$ cat src/rtl/mac40_pkg.sv
package mac40_pkg;

  typedef enum logic {
    MUL_UU = 1'b0,
    MUL_SU = 1'b1
  } mul_mode_e;

endpackage

$ cat src/rtl/mac40_mult.sv
module mac40_mult #(
  parameter int OPW  = 16,
  parameter int ACCW = 40
) (
  input  logic                  mode_su,
  input  logic                  frac,
  input  logic [OPW-1:0]        a,
  input  logic [OPW-1:0]        b,
  output logic [ACCW-1:0]       prod_ext
);

  localparam int PW  = 2 * OPW + 2;
  localparam int EXT = ACCW - PW;

  // Full-precision product. Operand a is optionally signed, b is always
  // unsigned. Result is sign-extended to the accumulator width and doubled in
  // fractional mode.
  function automatic logic [ACCW-1:0] form_product(
    input logic [OPW-1:0] fa,
    input logic [OPW-1:0] fb,
    input logic           a_signed,
    input logic           dbl
  );
    logic signed [OPW:0]    ax;
    logic signed [OPW:0]    bx;
    logic signed [PW-1:0]   p;
    logic        [ACCW-1:0] w;
    ax = {a_signed & fa[OPW-1], fa};
    bx = {1'b0, fb};
    p  = PW'(ax) * PW'(bx);
    w  = {{EXT{p[PW-1]}}, p};
    if (dbl) w = {w[ACCW-2:0], 1'b0};
    return w;
  endfunction

  always_comb prod_ext = form_product(a, b, mode_su, frac);

endmodule

$ cat src/rtl/mac40_route.sv
module mac40_route #(
  parameter int NACC = 2,
  parameter int IDXW = (NACC > 1) ? $clog2(NACC) : 1
) (
  input  logic            op_valid,
  input  logic [IDXW-1:0] op_acc,
  input  logic            preset_en,
  input  logic [IDXW-1:0] preset_idx,
  output logic [NACC-1:0] upd_pre,
  output logic [NACC-1:0] upd_acc
);

  for (genvar i = 0; i < NACC; i++) begin : g_sel
    always_comb begin
      upd_pre[i] = preset_en && (preset_idx == IDXW'(i));
      upd_acc[i] = op_valid && (op_acc == IDXW'(i)) && !upd_pre[i];
    end
  end

endmodule

$ cat src/rtl/mac40_acc_bank.sv
module mac40_acc_bank #(
  parameter int NACC = 2,
  parameter int ACCW = 40
) (
  input  logic                      clk,
  input  logic                      rst,
  input  logic [NACC-1:0]           upd_pre,
  input  logic [NACC-1:0]           upd_acc,
  input  logic [ACCW-1:0]           prod_ext,
  input  logic [ACCW-1:0]           preset_val,
  output logic [NACC-1:0][ACCW-1:0] acc_q
);

  // Modulo-2^ACCW addition; the carry out of the top bit is discarded.
  function automatic logic [ACCW-1:0] add_wrap(
    input logic [ACCW-1:0] x,
    input logic [ACCW-1:0] y
  );
    logic [ACCW:0] s;
    s = {1'b0, x} + {1'b0, y};
    return s[ACCW-1:0];
  endfunction

  for (genvar i = 0; i < NACC; i++) begin : g_acc
    logic [ACCW-1:0] sum_nxt;
    always_comb sum_nxt = add_wrap(acc_q[i], prod_ext);

    always_ff @(posedge clk) begin
      if (rst)             acc_q[i] <= '0;
      else if (upd_pre[i]) acc_q[i] <= preset_val;
      else if (upd_acc[i]) acc_q[i] <= sum_nxt;
    end
  end

endmodule

$ cat src/rtl/mac40_unit.sv
module mac40_unit #(
  parameter int OPW      = 16,
  parameter int ACCW     = 40,
  parameter int NACC     = 2,
  parameter int CTLW     = 16,
  parameter int FRAC_BIT = 7,
  parameter int IDXW     = (NACC > 1) ? $clog2(NACC) : 1
) (
  input  logic                      clk,
  input  logic                      rst,
  input  logic                      op_valid,
  input  logic                      op_sel,
  input  logic [IDXW-1:0]           op_acc,
  input  logic [OPW-1:0]            op_a,
  input  logic [OPW-1:0]            op_b,
  input  logic [CTLW-1:0]           ctl_word,
  input  logic                      preset_en,
  input  logic [IDXW-1:0]           preset_idx,
  input  logic [ACCW-1:0]           preset_val,
  output logic [NACC-1:0][ACCW-1:0] acc_q
);

  import mac40_pkg::*;

  mul_mode_e       mode;
  logic            frac_now;
  logic [ACCW-1:0] prod_ext;
  logic [NACC-1:0] upd_pre;
  logic [NACC-1:0] upd_acc;

  always_comb begin
    mode     = mul_mode_e'(op_sel);
    frac_now = ctl_word[FRAC_BIT];
  end

  mac40_mult #(.OPW(OPW), .ACCW(ACCW)) u_mult (
    .mode_su  (mode == MUL_SU),
    .frac     (frac_now),
    .a        (op_a),
    .b        (op_b),
    .prod_ext (prod_ext)
  );

  mac40_route #(.NACC(NACC), .IDXW(IDXW)) u_route (
    .op_valid   (op_valid),
    .op_acc     (op_acc),
    .preset_en  (preset_en),
    .preset_idx (preset_idx),
    .upd_pre    (upd_pre),
    .upd_acc    (upd_acc)
  );

  mac40_acc_bank #(.NACC(NACC), .ACCW(ACCW)) u_bank (
    .clk        (clk),
    .rst        (rst),
    .upd_pre    (upd_pre),
    .upd_acc    (upd_acc),
    .prod_ext   (prod_ext),
    .preset_val (preset_val),
    .acc_q      (acc_q)
  );

endmodule

$ cat config.mk
export PLATFORM = sky130hd
export DESIGN_NAME = mac40_unit
export DESIGN_NICKNAME = d
export VERILOG_FILES = /design/src/rtl/mac40_pkg.sv /design/src/rtl/mac40_mult.sv /design/src/rtl/mac40_route.sv /design/src/rtl/mac40_acc_bank.sv /design/src/rtl/mac40_unit.sv
export SDC_FILE = /design/constraint.sdc
export NUM_CORES = 1
export LEC_CHECK = 0
export ABC_AREA = 1
export CORE_UTILIZATION = 37
export DETAILED_ROUTE_END_ITERATION = 12
export PLACE_DENSITY = 0.58
export SLEW_MARGIN = 5
export SYNTH_ARGS = -nofsm -noshare
export SYNTH_HDL_FRONTEND = slang
export SYNTH_SLANG_ARGS = --single-unit
$ cat constraint.sdc
create_clock -name clk -period 14.8 [get_ports clk]
set_input_delay 2.96 -clock clk [delete_from_list [all_inputs] [get_ports clk]]
set_output_delay 2.96 -clock clk [all_outputs]
set_load 0.01 [all_outputs]
==> results.sh <==
export IMPL_viasPerCell=4.98
export IMPL_largest_register_ffs=80
export IMPL_cts_buffers=9
export IMPL_skew_ns=0.00905
export IMPL_synth_area_leaders="fa_1 26%, nand2_1 16%, inv_1 13%"
export IMPL_die_y_um=240
export IMPL_placed_area_um2=23200
export IMPL_fin_tns_setup_ns=0
export IMPL_synth_seq_area_share_pct=7.64
export IMPL_grt_pass1_vias=19700
export IMPL_initial_core_util_pct=37.8
export IMPL_cpMostUsedCell="nand2_1"
export IMPL_drive_gt1_share_pct=4.19
export IMPL_num_rows=86
export IMPL_post_cts_buffers=0
export IMPL_grt_pass1_wl_mm=109
export IMPL_syn_nets=3729
export IMPL_arrival_ns=12.43
export IMPL_regMostFlops="u_bank.acc_q"
export IMPL_yosys_warnings=0
export IMPL_nNetsFinal=3810
export IMPL_maxSlewHeadroom_pct=21.0
export IMPL_cp_end_kind="flip-flop"
export IMPL_syn_area_um2=21000
export IMPL_fin_util_pct=42.4
export IMPL_dr_pass1_iters=7
export IMPL_drc=0
export IMPL_vias=20000
export IMPL_drt_iter0_drc=1600
export IMPL_drv_slew=0
export IMPL_ctsHoldBuffers=0
export IMPL_tritoncts="yes"
export IMPL_holdCritPathClass="reg -> reg"
export IMPL_clk_latency_ns=0.38
export IMPL_clock_root_buffer="clkbuf_16"
export IMPL_die_area_um2=57600
export IMPL_cts_clk_slew_worst_paths_ns=0.07
export IMPL_synthArstFlopShare_pct=0
export IMPL_crit_required_ns=15.02
export IMPL_final_area_um2=23500
export IMPL_die_w_um=240
export IMPL_io_pins=175
export IMPL_synth_main_ff_cell="dfxtp_1"
export IMPL_post_synth_top_count_cell="nand2_1"
export IMPL_grt_use_total_pct=24.6
export IMPL_status="finished, final reports clean"
export IMPL_cap_violations=0
export IMPL_post_synth_cell_area_avg_um2=6.59
export IMPL_syn_inst=3182
export IMPL_area_delta_synth_final_pct=12.3
export IMPL_critPathKind="in -> reg"
export IMPL_max_clock_freq_mhz=81.9
export IMPL_antenna_found_initial=0
export IMPL_synth_top_area_share_pct=26.2
export IMPL_synth_cell_types=51
export IMPL_largestRegisters="u_bank.acc_q: 80 flops"
export IMPL_wl_per_cell_um=16.9
export IMPL_min_period_ns=12.21
export IMPL_setup_violations=0
export IMPL_hold_ws_ns=0.512
export IMPL_start_kind="input port"
export IMPL_synth_common_cells="871 x nand2_1, 717 x inv_1, 274 x fa_1"
export IMPL_core_area_um2=55500
export IMPL_antenna_left=0
export IMPL_cts_resized_gates=0
export IMPL_portBuffers=159
export IMPL_dp_hpwl_mm=57.9
export IMPL_finalCritPeriodShare_pct=82.5
export IMPL_cp_slowest_stage_delay_ns=1.02
export IMPL_grt_max_degree=81
export IMPL_htree_levels=3
export IMPL_post_synth_top_area_cell="fa_1"
export IMPL_worst_pin_slew_ns=1.17
export IMPL_ys_seq_elements=80
export IMPL_cp_slowest_cell="fa_1"
export IMPL_wl_mm=67.9
export IMPL_hold_viol_final=0
export IMPL_rsz0062_at_grt="false"
export IMPL_clockBufferDepth=2
export IMPL_critical_path_max_fanout=17
export IMPL_synth_enable_flop_cells=0
export IMPL_overflow=0
export IMPL_finalWeightedCongestion=0.963
export IMPL_cts_sinks=80
==> cell type report <==
cell class,count,area (um2)
Clock buffer,10,239
Fill cell,6022,32000
Inverter,737,2770
Sequential cell,80,1600
Clock inverter,6,82.6
Antenna cell,1,2.50
Tap cell,748,936
Timing Repair Buffer,177,1720
Multi-Input combinational cell,2258,16200
==> placed cells by master, fill, tap and decap left out, types with 7 or more instances in the layout <==
cell             netlist  routed
a21o_1                 9       9
a21oi_1              143     143
a21oi_2               10      10
a22o_1                 7       7
a31oi_1               58      58
buf_4                  0      18
clkbuf_16              0       9
clkdlybuf4s50_1        0     158
dfxtp_1               80      80
fa_1                 274     274
ha_1                 178     178
inv_1                717     717
inv_2                 20      20
nand2_1              871     871
nand2_2               16      16
nand3_1              148     148
nand3b_1              16      16
nand4_1               20      20
nor2_1               205     202
nor2_2                11      14
nor3_1                16      16
o21ai_0              105     104
o21ai_1               15      16
o21bai_1              21      21
or2_1                 14      14
or2_2                 11      11
xnor2_1               19      19
xor2_1                30      30
==> path summary, 6_finish.rpt <==
kind	cells past startpoint	slack (ns)	to	from
min reg2reg	2	0.51	u_bank.acc_q[44]	u_bank.acc_q[44]
min	2	0.51	u_bank.acc_q[44]	u_bank.acc_q[44]
max	36	2.59	u_bank.acc_q[35]	op_a[15]
max reg2reg	13	12.16	u_bank.acc_q[62]	u_bank.acc_q[40]
==> through the flow <==
step           cells  setup slack (ns)
2_1_floorplan   3182              4.42
3_3_place_gp    4000              2.30
3_5_place_dp    4000              2.28
4_1_cts         4016              2.64
5_1_grt         4016              1.97
6_report        4017              2.59
==> cells by family (layout without fill, tap and decap cells) <==
group	Yosys count	in the layout	share of synthesized area, %
compound gates	401	401	11.2
flops	80	80	7.64
fa+ha+maj	452	452	36.8
mux	1	1	0.0477
other cells	0	1	0
xor+xnor	49	49	2.05
simple gates	1355	1355	27.1
buf+inv	844	930	15.2
==> routing by layer <==
layer | track usage, % | share of wire, % | vias to the layer above
li1 | - | - | 9841
met1 | 34.9 | 47 | 9525
met2 | 38.2 | 44 | 580
met3 | 4.44 | 7.3 | 75
met4 | 6.25 | 2.5 | 0
met5 | 0 | 0 | -
==> critical path: cells and delay by family <==
family	cells	cell delay, ns
adder cells (fa/ha/maj)	8	4.19
XOR/XNOR	1	0.16
AO/OA/AOI/OAI	4	0.62
buffers and inverters	8	2.10
AND/OR/NAND/NOR	15	2.41
Power is left out: the tool's default activity adds up to more than one toggle a clock period on the data nets, which glitch-free logic cannot reach.
